### src/rtl/fwo_pkg.sv
package fwo_pkg;

  localparam int ADDR_W  = 20;
  localparam int NUM_WIN = 4;   // 0 sound, 1 sasi-like, 2 ide-like, 3 scsi-like
  localparam int DATA_W  = 8;

  typedef enum logic [2:0] {
    TK_NONE    = 3'd0,
    TK_SYSRAM  = 3'd1,
    TK_DISPLAY = 3'd2,
    TK_EMS     = 3'd3,
    TK_ROM     = 3'd4,
    TK_SHADOW  = 3'd5
  } tgt_kind_e;

  typedef enum logic [2:0] {
    BK_NONE  = 3'd0,
    BK_BIOS  = 3'd1,
    BK_IFACE = 3'd2,
    BK_SOUND = 3'd3,
    BK_SASI  = 3'd4,
    BK_IDE   = 3'd5,
    BK_SCSI  = 3'd6
  } bank_e;

  typedef struct packed {
    logic               iface_sel;
    logic               bios_ram;
    logic               ems_on;
    logic [NUM_WIN-1:0] fw_en;
    logic [NUM_WIN-1:0] fw_ram;
  } ovl_flags_t;

  // address map of the fixed zones
  localparam logic [ADDR_W-1:0] RAM_HI    = 20'h9FFFF;
  localparam logic [ADDR_W-1:0] DISP0_LO  = 20'hA0000;
  localparam logic [ADDR_W-1:0] DISP0_HI  = 20'hA4FFF;
  localparam logic [ADDR_W-1:0] DISP1_LO  = 20'hA8000;
  localparam logic [ADDR_W-1:0] DISP1_HI  = 20'hAFFFF;
  localparam logic [ADDR_W-1:0] EMS_LO    = 20'hB0000;
  localparam logic [ADDR_W-1:0] EMS_HI    = 20'hBFFFF;
  localparam logic [ADDR_W-1:0] EXT_LO    = 20'hC0000;
  localparam logic [ADDR_W-1:0] EXT_HI    = 20'hDFFFF;
  localparam logic [ADDR_W-1:0] DISP2_LO  = 20'hE0000;
  localparam logic [ADDR_W-1:0] DISP2_HI  = 20'hE7FFF;
  localparam logic [ADDR_W-1:0] BIOS_LO   = 20'hE8000;
  localparam logic [ADDR_W-1:0] IFACE_LO  = 20'hF8000;

  // bit of the enable port byte that loads the BIOS shadow select
  localparam int BRAM_BIT = 1;

  function automatic logic in_span(input logic [ADDR_W-1:0] a,
                                   input logic [ADDR_W-1:0] lo,
                                   input logic [ADDR_W-1:0] hi);
    return (a >= lo) && (a <= hi);
  endfunction

  function automatic logic [ADDR_W-1:0] win_lo(input int i);
    case (i)
      0:       return 20'hCC000;
      1:       return 20'hD7000;
      2:       return 20'hD8000;
      default: return 20'hDC000;
    endcase
  endfunction

  function automatic logic [ADDR_W-1:0] win_hi(input int i);
    case (i)
      0:       return 20'hCFFFF;
      1:       return 20'hD7FFF;
      2:       return 20'hDBFFF;
      default: return 20'hDCFFF;
    endcase
  endfunction

  function automatic bank_e win_bank(input int i);
    case (i)
      0:       return BK_SOUND;
      1:       return BK_SASI;
      2:       return BK_IDE;
      default: return BK_SCSI;
    endcase
  endfunction

  function automatic logic win_has_ram(input int i);
    return (i == 1) || (i == 3);
  endfunction

  // position of each window's enable in the enable port byte
  function automatic logic [2:0] en_bit(input int i);
    case (i)
      0:       return 3'd7;
      1:       return 3'd6;
      2:       return 3'd4;
      default: return 3'd5;
    endcase
  endfunction

endpackage

### src/rtl/fwo_flag_regs.sv
module fwo_flag_regs
  import fwo_pkg::*;
#(
  parameter int              IO_W       = 16,
  parameter logic [IO_W-1:0] IFACE_PORT = 16'h043D,
  parameter logic [IO_W-1:0] OPT_PORT   = 16'h043F,
  parameter logic [IO_W-1:0] EN_PORT    = 16'h053D
) (
  input  logic              clk,
  input  logic              rst_n,
  input  logic              io_wr,
  input  logic [IO_W-1:0]   io_addr,
  input  logic [DATA_W-1:0] io_wdata,
  output ovl_flags_t        flags
);

  localparam ovl_flags_t RESET_FLAGS = '{iface_sel: 1'b1, bios_ram: 1'b0,
                                         ems_on: 1'b0, fw_en: '0, fw_ram: '0};

  // named port hits for the assertions
  logic hit_iface, hit_opt, hit_en;
  assign hit_iface = io_wr && (io_addr == IFACE_PORT);
  assign hit_opt   = io_wr && (io_addr == OPT_PORT);
  assign hit_en    = io_wr && (io_addr == EN_PORT);

  ovl_flags_t nxt;

  always_comb begin
    nxt = flags;
    if (hit_iface) begin
      case (io_wdata)
        8'h00, 8'h10, 8'h18: nxt.iface_sel = 1'b1;
        8'h02, 8'h12:        nxt.iface_sel = 1'b0;
        default:             nxt.iface_sel = flags.iface_sel;
      endcase
    end
    if (hit_opt) begin
      case (io_wdata)
        8'h20: nxt.ems_on = 1'b0;
        8'h22: nxt.ems_on = 1'b1;
        8'hC0: begin
          nxt.fw_ram[1] = 1'b0;
          nxt.fw_ram[3] = 1'b0;
        end
        8'hC2: nxt.fw_ram[1] = 1'b1;
        8'hC4: nxt.fw_ram[3] = 1'b1;
        default: nxt.ems_on = flags.ems_on;
      endcase
    end
    if (hit_en) begin
      for (int i = 0; i < NUM_WIN; i++) nxt.fw_en[i] = io_wdata[en_bit(i)];
      nxt.bios_ram = io_wdata[BRAM_BIT];
    end
  end

  always_ff @(posedge clk or negedge rst_n) begin
    if (!rst_n) flags <= RESET_FLAGS;
    else        flags <= nxt;
  end

  assert_reset_state_R11: assert property (@(posedge clk)
    $rose(rst_n) |-> (flags.iface_sel && !flags.bios_ram && !flags.ems_on
                      && flags.fw_en == '0 && flags.fw_ram == '0));

  assert_iface_select_R3: assert property (@(posedge clk) disable iff (!rst_n)
    (hit_iface && (io_wdata inside {8'h00, 8'h10, 8'h18})) |=> flags.iface_sel);

  assert_iface_drop_R3: assert property (@(posedge clk) disable iff (!rst_n)
    (hit_iface && (io_wdata inside {8'h02, 8'h12})) |=> !flags.iface_sel);

  assert_ems_on_R4: assert property (@(posedge clk) disable iff (!rst_n)
    (hit_opt && io_wdata == 8'h22) |=> flags.ems_on);

  assert_ram_clear_R5: assert property (@(posedge clk) disable iff (!rst_n)
    (hit_opt && io_wdata == 8'hC0) |=> (flags.fw_ram == '0));

  assert_idle_hold_R12: assert property (@(posedge clk) disable iff (!rst_n)
    !io_wr |=> $stable(flags));

endmodule

### src/rtl/fwo_map_decode.sv
module fwo_map_decode
  import fwo_pkg::*;
(
  input  logic              clk,
  input  logic              rst_n,
  input  ovl_flags_t        flags,
  input  logic [ADDR_W-1:0] mem_addr,
  input  logic              mem_wr,
  output tgt_kind_e         kind,
  output bank_e             bank,
  output logic              wr_en,
  output logic              open_bus
);

  // zone hits, brought out for the assertions
  logic z_sys, z_disp, z_ems, z_ext, z_top;
  assign z_sys  = (mem_addr <= RAM_HI);
  assign z_disp = in_span(mem_addr, DISP0_LO, DISP0_HI)
               || in_span(mem_addr, DISP1_LO, DISP1_HI)
               || in_span(mem_addr, DISP2_LO, DISP2_HI);
  assign z_ems  = in_span(mem_addr, EMS_LO, EMS_HI);
  assign z_ext  = in_span(mem_addr, EXT_LO, EXT_HI);
  assign z_top  = (mem_addr >= BIOS_LO);

  logic [NUM_WIN-1:0] win_in, win_on, win_ram;

  for (genvar gi = 0; gi < NUM_WIN; gi++) begin : g_win
    assign win_in[gi]  = in_span(mem_addr, win_lo(gi), win_hi(gi));
    assign win_on[gi]  = win_in[gi] && flags.fw_en[gi];
    assign win_ram[gi] = flags.fw_ram[gi] && win_has_ram(gi);

    assert_window_off_R8: assert property (@(posedge clk) disable iff (!rst_n)
      (win_in[gi] && !flags.fw_en[gi]) |-> (kind == TK_NONE));
  end

  logic can_wr;

  always_comb begin
    kind   = TK_NONE;
    bank   = BK_NONE;
    can_wr = 1'b0;
    if (z_sys) begin
      kind   = TK_SYSRAM;
      can_wr = 1'b1;
    end else if (z_disp) begin
      kind   = TK_DISPLAY;
      can_wr = 1'b1;
    end else if (z_ems) begin
      kind   = flags.ems_on ? TK_EMS : TK_DISPLAY;
      can_wr = 1'b1;
    end else if (z_ext) begin
      for (int i = 0; i < NUM_WIN; i++) begin
        if (win_on[i]) begin
          kind   = win_ram[i] ? TK_SHADOW : TK_ROM;
          bank   = win_bank(i);
          can_wr = win_ram[i];
        end
      end
    end else if (z_top) begin
      if (flags.iface_sel) begin
        if (mem_addr >= IFACE_LO) begin
          kind = TK_ROM;
          bank = BK_IFACE;
        end
      end else if (flags.bios_ram) begin
        kind   = TK_SHADOW;
        bank   = BK_BIOS;
        can_wr = 1'b1;
      end else begin
        kind = TK_ROM;
        bank = BK_BIOS;
      end
    end
  end

  assign wr_en    = mem_wr && can_wr;
  assign open_bus = !mem_wr && (kind == TK_NONE);

  assert_rom_readonly_R9: assert property (@(posedge clk) disable iff (!rst_n)
    (kind == TK_ROM) |-> !wr_en);

  assert_open_bus_R10: assert property (@(posedge clk) disable iff (!rst_n)
    open_bus |-> (kind == TK_NONE && !mem_wr && !wr_en));

  assert_iface_first_R7: assert property (@(posedge clk) disable iff (!rst_n)
    (z_top && flags.iface_sel) |-> (kind != TK_SHADOW && !wr_en));

  assert_sysram_R1: assert property (@(posedge clk) disable iff (!rst_n)
    z_sys |-> (kind == TK_SYSRAM && wr_en == mem_wr));

endmodule

### src/rtl/fw_overlay_ctrl.sv
module fw_overlay_ctrl
  import fwo_pkg::*;
#(
  parameter int              IO_W       = 16,
  parameter logic [IO_W-1:0] IFACE_PORT = 16'h043D,
  parameter logic [IO_W-1:0] OPT_PORT   = 16'h043F,
  parameter logic [IO_W-1:0] EN_PORT    = 16'h053D
) (
  input  logic              clk,
  input  logic              rst_n,
  input  logic              io_wr,
  input  logic [IO_W-1:0]   io_addr,
  input  logic [DATA_W-1:0] io_wdata,
  input  logic [ADDR_W-1:0] mem_addr,
  input  logic              mem_wr,
  output logic [2:0]        tgt_kind,
  output logic [2:0]        tgt_bank,
  output logic              wr_en,
  output logic              open_bus
);

  ovl_flags_t flags;
  tgt_kind_e  kind;
  bank_e      bank;

  fwo_flag_regs #(
    .IO_W       (IO_W),
    .IFACE_PORT (IFACE_PORT),
    .OPT_PORT   (OPT_PORT),
    .EN_PORT    (EN_PORT)
  ) u_flags (
    .clk      (clk),
    .rst_n    (rst_n),
    .io_wr    (io_wr),
    .io_addr  (io_addr),
    .io_wdata (io_wdata),
    .flags    (flags)
  );

  fwo_map_decode u_decode (
    .clk      (clk),
    .rst_n    (rst_n),
    .flags    (flags),
    .mem_addr (mem_addr),
    .mem_wr   (mem_wr),
    .kind     (kind),
    .bank     (bank),
    .wr_en    (wr_en),
    .open_bus (open_bus)
  );

  assign tgt_kind = kind;
  assign tgt_bank = bank;

endmodule

### config.mk
export PLATFORM = sky130hd
export DESIGN_NAME = fw_overlay_ctrl
export DESIGN_NICKNAME = d
export VERILOG_FILES = /design/src/rtl/fwo_pkg.sv /design/src/rtl/fwo_flag_regs.sv /design/src/rtl/fwo_map_decode.sv /design/src/rtl/fw_overlay_ctrl.sv
export SDC_FILE = /design/constraint.sdc
export NUM_CORES = 1
export LEC_CHECK = 0
export BUFFER_PORTS_ARGS = -buffer_cell sky130_fd_sc_hd__buf_4
export CORE_UTILIZATION = 38
export DETAILED_ROUTE_END_ITERATION = 10
export PLACE_DENSITY_LB_ADDON = 0.25
export SETUP_SLACK_MARGIN = 0.02
export SYNTH_ARGS = -nofsm -noshare
export SYNTH_HDL_FRONTEND = slang
export SYNTH_SLANG_ARGS = --single-unit
### constraint.sdc
create_clock -name clk -period 1.15 [get_ports clk]
set_input_delay 0.0575 -clock clk [delete_from_list [all_inputs] [get_ports clk]]
set_output_delay 0.0575 -clock clk [all_outputs]
set_load 0.005 [all_outputs]
==> impl_metrics.yaml, run 1 <==
job:
  drv_cap: 0
logic_synthesis:
  syn_avg_cell_area_um2: 10.1
  synth_top_cell_area_share: 0.228
  syn_nets: 135
  synth_cell_type_count: 47
  synthAdderAreaFrac: 0.0114
  synthTopCellsByArea: "dfrtp_1 23%, mux2_2 10%, nand4bb_4 6.3%"
  synth_mux_area_frac: 0.102
  ys_async_sr_fraction: 1.00
  synth_compound_area_frac: 0.147
  synth_flop_cell: "dfrtp_1"
  synth-edff-count: 0
  synth_top_family_by_area: "simple AND/OR/NAND/NOR gates"
  synth-simple-area-share: 0.447
  post_synth_inst_count: 87
  synth.largest_area_cell: "dfrtp_1"
  yosys_warnings: 0
  syn_area_um2: 880
  ys_ff_latch: 9
  synthXorXnorAreaFrac: 0
  synth_seq_area_share: 0.257
final_layout:
  multi_input_area_um2: 646
  top_regs: "u_flags.flags (9)"
  antenna_cells: 0
  fillers: 180
  final_cell_mix: "63 x buf_4, 8 x mux2_2, 8 x dfrtp_1"
  seq_area_um2: 226
  largest_reg_flops: 9
  post-route-util: 0.666
  largest_register: "u_flags.flags"
  final_common_cell: "buf_4"
  area_delta_synth_final_pct: 65.9
  drive_gt1_frac: 0.619
  fin_nets: 204
power:
  p_sw_mw: 0.239
  ir_worst_vdd_mv: 0.840
  seqPwrFrac: 0.372
  combPwrFrac: 0.336
  internal_power_mw: 0.613
  switching_share: 0.281
  power.leakage_nw: 0.701
  power.density_nw_per_um2: 584
  power_frac_clock: 0.292
sta:
  worst_slew_pin_slew_ns: 0.299
  clock.fmax_mhz: 562
  rsz0062_at_grt: "yes"
  holdWs_ns: 0.0464
  period_share: 1.55
  finClkSkew_ns: 0
  report.final.slew_viol_count: 0
  relSlewSlack: 0.801
  setup_viol: 7
  fin_crit_ns: 1.78
  fin_ws_ns: -0.630
  finalHoldViolCount: 0
cts:
  tritoncts: "done"
  htree_levels: 1
  cts_sinks: 9
  numCtsBuffers: 3
  ctsRootBufferMaster: "clkbuf_4"
  clkTransAtPathRegs_ns: 0.06
  worstSkewPairLatency_ns: 0.27
  cts_buffer_depth: 2
hold_path:
  hold_path_end: "u_flags.flags[6]"
  worstHoldStart: "io_wdata[4]"
  hp-class: "in -> reg"
  whs_path_depth: 2
placement:
  portBuffers: 43
  dp_hpwl_um: 2190
  place_ws_ns: -0.321
  gp_congestion: 0.884
critical_path:
  cp.arrival_ns: 1.72
  worst_setup_path_start_kind: "flop"
  cp_slowest_cell: "dfrtp_1"
  worst-path-buf-inv: 1
  worst-path-max-fanout: 2
  criticalPathCategory: "reg -> out"
  crit_family: "simple AND/OR/NAND/NOR gates"
  reg2reg_from: "u_flags.flags[4]"
  cp.required_ns: 1.09
  reg2reg_depth: 2
  r2r-end: "u_flags.flags[4]"
  setup.worst_path.end_class: "output pin"
  max_stage_delay_ns: 0.38
  crit_chain: "and4bb_2 -> a22o_1 -> a31o_1 -> nor4b_2 -> buf_4"
  rrSetupSlack_ns: 0.26
global_routing:
  grt.total_usage: 0.229
  grt_start_max_net_pins: 10
  first_global_vias: 992
  grt_pass1_wl_um: 4310
  antenna_found_initial: 0
  overflow: 0
floorplanning:
  core.rowCount: 17
  core_area_um2: 2190
  die_h_um: 50.1
  start_util: 0.401
  ios: 56
  die_w_um: 50.1
  die-area_um2: 2510
detailed_routing:
  dr.pass1.iters: 4
  wl_per_cell_um: 14.3
  routed_wl_um: 2610
  first_iter_violations: 21
  num_vias: 1015
  vias_per_cell: 5.55
  ant_nets: 0
  route.detailed.drc: 0
status:
  violations: "setup timing"
  outcome: "complete, but fails checks"
==> routing by layer <==
metal / vias to the layer above / global-route usage / wire length, um
met5: - / 0 / 0
met4: 0 / 0.0905 / 43
met3: 6 / 0.0401 / 137
met2: 43 / 0.413 / 1410
met1: 481 / 0.260 / 1020
li1: 485 / - / -
==> Yosys cell counts (2+ instances only) <==
library cell,count
dfrtp_1,8
mux2_2,8
nor3_1,6
nor2_1,5
nand2_1,4
nand3_1,4
nand4b_1,4
nor2b_1,3
and4b_1,2
and4b_2,2
inv_1,2
nand4_1,2
nand4bb_4,2
o21ai_0,2
==> per-stage QoR <==
stage	setup TNS, ns	area [um^2]	instances	power (mW)
after floorplan	-0.164	880	87	0.407
after global placement	-2.19	1370	176	0.593
after detailed placement	-2.52	1370	176	0.598
after CTS	-3.02	1440	182	0.859
after global routing	-3.52	1460	183	0.903
final	-3.15	1460	183	0.852
==> layout make-up <==
class	count	area share
multi-input cells	73	0.443
repair buffers	67	0.354
well taps	28	0.0240
clock buffers	3	0.0154
clock inverters	1	0.00343
inverters	2	0.00515
flip-flops and latches	9	0.155
==> worst max path at each step <==
stage          cells past startpoint             start  slack [ns]       end
3_5_place_dp                       5  u_flags.flags[7]       -0.32  open_bus
3_3_place_gp                       5  u_flags.flags[7]       -0.27  open_bus
2_1_floorplan                      4  u_flags.flags[7]       -0.14  open_bus
4_1_cts                            5  u_flags.flags[7]       -0.63  open_bus
5_1_grt                            5  u_flags.flags[7]       -0.68  open_bus
6_report                           5  u_flags.flags[7]       -0.63  open_bus
==> power groups by stage <==
| stage | combinational [mW] | sequential, mW | clock (mW) |
|---|---|---|---|
| 2_1_floorplan | 0.0845 | 0.323 | 0 |
| 3_3_place_gp | 0.271 | 0.323 | 0 |
| 3_5_place_dp | 0.276 | 0.323 | 0 |
| 4_1_cts | 0.285 | 0.317 | 0.256 |
| 5_1_grt | 0.310 | 0.316 | 0.276 |
| 6_report | 0.286 | 0.317 | 0.249 |
==> what timing repair did <==
action                                  in CTS  in global routing
gates resized for setup                     10                  2
hold buffers                                 1                  0
setup buffers                                1                  1
pin swaps                                    4                  4
hold endpoints to repair                     9                  0
endpoints found under the setup margin       7                  7
==> cells by family (layout without fill, tap and decap cells) <==
family,count (synthesis),count (layout)
buffers and inverters,5,73
AND/OR/NAND/NOR,48,48
multiplexers,8,8
flip-flops,9,9
adder cells (fa/ha/maj),1,1
AO/OA/AOI/OAI,16,16
(Power assumes the default switching activity.)
==> inputs of run 2 (changes only) <==
--- a/config.mk
+++ b/config.mk
@@ -8,7 +8,7 @@
 export BUFFER_PORTS_ARGS = -buffer_cell sky130_fd_sc_hd__buf_4
 export CORE_UTILIZATION = 38
 export DETAILED_ROUTE_END_ITERATION = 10
-export PLACE_DENSITY_LB_ADDON = 0.25
+export PLACE_DENSITY_LB_ADDON = 0.1
 export SETUP_SLACK_MARGIN = 0.02
 export SYNTH_ARGS = -nofsm -noshare
 export SYNTH_HDL_FRONTEND = slang
==> impl_metrics.yaml, run 2 (synthesis gave the netlist of run 1 again) <==
critical_path:
  worst_setup_path_start_kind: "flop"
  setup.worst_path.end_class: "output pin"
  crit_chain: "and4bb_2 -> a22o_1 -> a31o_1 -> nor4b_2 -> buf_4"
  reg2reg_from: "u_flags.flags[10]"
  r2r-end: "u_flags.flags[10]"
  reg2reg_depth: 5
  criticalPathCategory: "reg -> out"
  cp.required_ns: 1.09
  max_stage_delay_ns: 0.38
  crit_start: "u_flags.flags[7]"
  critPathCapture: "open_bus"
  rrSetupSlack_ns: 0.09
  cp_slowest_cell: "dfrtp_1"
  worst-path-max-fanout: 2
  cp.arrival_ns: 1.68
detailed_routing:
  routed_wl_um: 2460
  first_iter_violations: 12
  ant_nets: 0
  num_vias: 999
  wl_per_cell_um: 13.2
  route.detailed.drc: 0
  vias_per_cell: 5.37
  dr.pass1.iters: 4
final_layout:
  fin_nets: 207
  post-route-util: 0.684
  largest_reg_flops: 9
  final_common_cell: "buf_4"
  drive_gt1_frac: 0.627
  largest_register: "u_flags.flags"
  top_regs: "u_flags.flags (9)"
  area_delta_synth_final_pct: 70.3
  layout.cells.non_filler: 186
  final_cell_mix: "65 x buf_4, 8 x mux2_2, 8 x dfrtp_1"
  antenna_cells: 0
  fillers: 186
  stdcell_area_um2: 1500
power:
  seqPwrFrac: 0.370
  power.leakage_nw: 0.726
  combPwrFrac: 0.340
  power.density_nw_per_um2: 572
  total_power_mw: 0.857
  switching_share: 0.282
  ir_worst_vdd_mv: 0.644
  internal_power_mw: 0.616
  p_sw_mw: 0.241
  power_frac_clock: 0.290
cts:
  worstSkewPairLatency_ns: 0.26
  ctsRootBufferMaster: "clkbuf_4"
  htree_levels: 1
  cts_buffer_depth: 2
  cts_sinks: 9
  tritoncts: "done"
  clkTransAtPathRegs_ns: 0.07
  numCtsBuffers: 3
sta:
  fin_ws_ns: -0.591
  setup_viol: 7
  period_share: 1.51
  clock.fmax_mhz: 574
  worst_slew_pin_slew_ns: 0.327
  fin_crit_ns: 1.74
  report.final.slew_viol_count: 0
  rsz0062_at_grt: "yes"
  finClkSkew_ns: 0
  relSlewSlack: 0.780
  finalHoldViolCount: 0
floorplanning:
  die-area_um2: 2510
  core_area_um2: 2190
  die_h_um: 50.1
  ios: 56
  start_util: 0.401
  core.rowCount: 17
  die_w_um: 50.1
placement:
  placed_cells: 177
  portBuffers: 43
  dpl_cell_area_um2: 1380
  dp_hpwl_um: 2000
  gp_congestion: 0.821
global_routing:
  overflow: 0
  grt.total_usage: 0.209
  grt_pass1_wl_um: 3960
  grt_start_max_net_pins: 12
  antenna_found_initial: 0
  first_global_vias: 928
status:
  violations: "setup timing"
  outcome: "complete, but fails checks"
hold_path:
  hp-class: "in -> reg"
job:
  drv_cap: 0
[run 2: cell types whose count changed in the layout (fill, tap and decap cells not counted), sizes merged]
cell  change
buf       +3
[run 2: area by class of cell]
cell class | count | area (um^2) | area share
Multi-Input combinational cell | 73 | 658 | 0.439
Timing Repair Buffer | 70 | 543 | 0.363
Sequential cell | 9 | 226 | 0.151
Tap cell | 28 | 35.0 | 0.0234
Clock buffer | 3 | 22.5 | 0.0150
Inverter | 2 | 7.51 | 0.00501
Clock inverter | 1 | 5.00 | 0.00334
[run 2: power by group through the flow]
stage          registers (mW)  clock network, mW  logic, mW
2_1_floorplan           0.323                  0     0.0845
3_3_place_gp            0.323                  0      0.269
3_5_place_dp            0.323                  0      0.276
4_1_cts                 0.317              0.257      0.287
5_1_grt                 0.317              0.283      0.316
6_report                0.317              0.249      0.291
[run 2: per-layer routing]
| layer | part of all wire | global-route usage |
|---|---|---|
| met1 | 0.45 | 0.263 |
| met2 | 0.51 | 0.349 |
| met3 | 0.042 | 0.0617 |
| met4 | 0 | 0.0429 |
| met5 | 0 | 0 |
[run 2: stage by stage]
stage,hold WS [ns],worst slack (ns),TNS [ns]
after floorplan,-0.238,-0.141,-0.164
after global placement,-0.116,-0.273,-2.36
after detailed placement,-0.113,-0.315,-2.74
after CTS,0.0533,-0.601,-3.03
after global routing,0.0463,-0.679,-3.63
final,0.0553,-0.591,-3.10
[run 2: timing repair]
| item | 4_1_cts | 5_1_grt |
|---|---|---|
| endpoints found under the hold margin | 9 | 0 |
| endpoints found under the setup margin | 7 | 12 |
| pin swaps | 9 | 3 |
| hold buffers | 1 | 0 |
| setup buffers | 4 | 4 |
| resized for setup | 11 | 4 |
[run 2: worst max-delay path, delay by kind of cell (launching register included)]
family	cells	cell delay, ns
and+or+nand+nor	2	0.45
AOI/OAI and AO/OA	2	0.44
DFF	1	0.38
buffers and inverters	1	0.15
[run 2: worst min-delay path by stage]
stage                startpoint                to  depth (start not counted)
CTS                 io_wdata[4]  u_flags.flags[6]                          2
global placement          rst_n  u_flags.flags[3]                          1
floorplan                 rst_n  u_flags.flags[1]                          0
finish              io_wdata[4]  u_flags.flags[6]                          2
detailed placement        rst_n  u_flags.flags[3]                          1
global route        io_wdata[4]  u_flags.flags[6]                          2
==> inputs of run 3 (changes only) <==
--- a/config.mk
+++ b/config.mk
@@ -6,10 +6,12 @@
 export NUM_CORES = 1
 export LEC_CHECK = 0
 export BUFFER_PORTS_ARGS = -buffer_cell sky130_fd_sc_hd__buf_4
+export CORE_MARGIN = 2
 export CORE_UTILIZATION = 38
 export DETAILED_ROUTE_END_ITERATION = 10
 export PLACE_DENSITY_LB_ADDON = 0.1
-export SETUP_SLACK_MARGIN = 0.02
+export SETUP_SLACK_MARGIN = 0.15
 export SYNTH_ARGS = -nofsm -noshare
 export SYNTH_HDL_FRONTEND = slang
 export SYNTH_SLANG_ARGS = --single-unit
+export TNS_END_PERCENT = 100
==> impl_metrics.yaml, run 3 (synthesis gave the netlist of run 1 again) <==
status:
  outcome: "complete, but fails checks"
  violations: "setup timing"
critical_path:
  setup.worst_path.end_class: "output pin"
  cp.required_ns: 1.09
  worst-path-max-fanout: 2
  rrSetupSlack_ns: 0.16
  cp.arrival_ns: 1.70
  worst_setup_path_start_kind: "flop"
  criticalPathCategory: "reg -> out"
  r2r-end: "u_flags.flags[7]"
  reg2reg_depth: 3
  reg2reg_from: "u_flags.flags[7]"
sta:
  setup_viol: 7
  totalNegativeSetupSlack_ns: -3.03
  period_share: 1.53
  clock.fmax_mhz: 569
  worst_slew_pin_slew_ns: 0.296
  report.final.slew_viol_count: 0
  rsz0062_at_grt: "yes"
  finalHoldViolCount: 0
  holdWs_ns: 0.0697
  fin_crit_ns: 1.76
  fin_ws_ns: -0.608
  relSlewSlack: 0.802
  finClkSkew_ns: 0
global_routing:
  grt.total_usage: 0.216
  first_global_vias: 989
  antenna_found_initial: 0
  grt_start_max_net_pins: 10
  overflow: 0
  grt_pass1_wl_um: 4260
power:
  ir_worst_vdd_mv: 0.618
  total_power_mw: 0.889
  power.leakage_nw: 0.769
  power.density_nw_per_um2: 556
final_layout:
  area_delta_synth_final_pct: 81.9
  final_common_cell: "buf_4"
  layout.cells.non_filler: 186
  top_regs: "u_flags.flags (9)"
  multi_input_area_um2: 723
  antenna_cells: 0
  post-route-util: 0.730
  final_cell_mix: "58 x buf_4, 9 x buf_6, 8 x dfrtp_1"
  fillers: 175
  largest_reg_flops: 9
  fin_nets: 207
  drive_gt1_frac: 0.658
  seq_area_um2: 226
  stdcell_area_um2: 1600
  largest_register: "u_flags.flags"
detailed_routing:
  route.met2.wl_um: 1470
  first_iter_violations: 6
  vias_per_cell: 5.52
  routed_wl_um: 2800
  wl_per_cell_um: 15.0
  ant_nets: 0
  num_vias: 1026
  route.detailed.drc: 0
  wl_met1_um: 1110
  dr.pass1.iters: 4
  dr_wl_met3_um: 138
  top_layer_used: "met4"
cts:
  cts_buffer_depth: 2
  clkTransAtPathRegs_ns: 0.06
  htree_levels: 1
  tritoncts: "done"
  numCtsBuffers: 3
  worstSkewPairLatency_ns: 0.26
  cts_sinks: 9
  ctsRootBufferMaster: "clkbuf_4"
placement:
  portBuffers: 43
  dp_hpwl_um: 2170
  placed_cells: 176
  dpl_cell_area_um2: 1390
  gp_congestion: 0.902
  place_ws_ns: -0.322
floorplanning:
  core_area_um2: 2190
  die_w_um: 52.1
  die-area_um2: 2720
  die_h_um: 52.1
  start_util: 0.401
  core.rowCount: 17
  ios: 56
hold_path:
  hp-class: "in -> reg"
  hold_path_end: "u_flags.flags[1]"
  worstHoldStart: "io_wdata[1]"
  whs_path_depth: 2
job:
  drv_cap: 0
-- run 3: worst max-delay path by stage --
| stage | cells after the start | start | slack, ns | to |
|---|---|---|---|---|
| CTS | 5 | u_flags.flags[7] | -0.60 | open_bus |
| floorplan | 4 | u_flags.flags[7] | -0.14 | open_bus |
| global placement | 5 | u_flags.flags[7] | -0.28 | open_bus |
| detailed placement | 5 | u_flags.flags[7] | -0.32 | open_bus |
| finish | 6 | u_flags.flags[5] | -0.61 | tgt_kind[0] |
| global route | 5 | u_flags.flags[5] | -0.71 | open_bus |
-- run 3: power by group --
| part | internal [mW] | switching, mW |
|---|---|---|
| sequential | 0.317 | 0.0000372 |
| combinational | 0.195 | 0.136 |
| clock | 0.134 | 0.107 |
| total | 0.646 | 0.244 |
-- run 3: final cells by class --
class,instances,share of cell area
Multi-Input combinational cell,73,0.452
Timing Repair Buffer,70,0.364
Sequential cell,9,0.142
Tap cell,28,0.0219
Clock buffer,4,0.0164
Inverter,2,0.00469
-- run 3: per-layer routing --
metal / track usage / up-vias
met5: 0 / -
met4: 0.127 / 0
met3: 0.0460 / 6
met2: 0.354 / 30
met1: 0.257 / 496
li1: - / 494
-- run 3: repair_timing --
| action | CTS | global route |
|---|---|---|
| endpoints found under the hold margin | 9 | 0 |
| buffers inserted | 2 | 3 |
| resized for setup | 18 | 17 |
| endpoints found under the setup margin | 14 | 17 |
| pin swaps | 6 | 8 |
| hold buffers | 1 | 0 |
-- run 3: critical path, cell delays in order, from the launching register on --
cell and delay, ns:
dfrtp_1 0.37, and4b_1 0.20, a22o_1 0.26, a31o_1 0.23, buf_4 0.14, o211a_1 0.13, buf_6 0.12
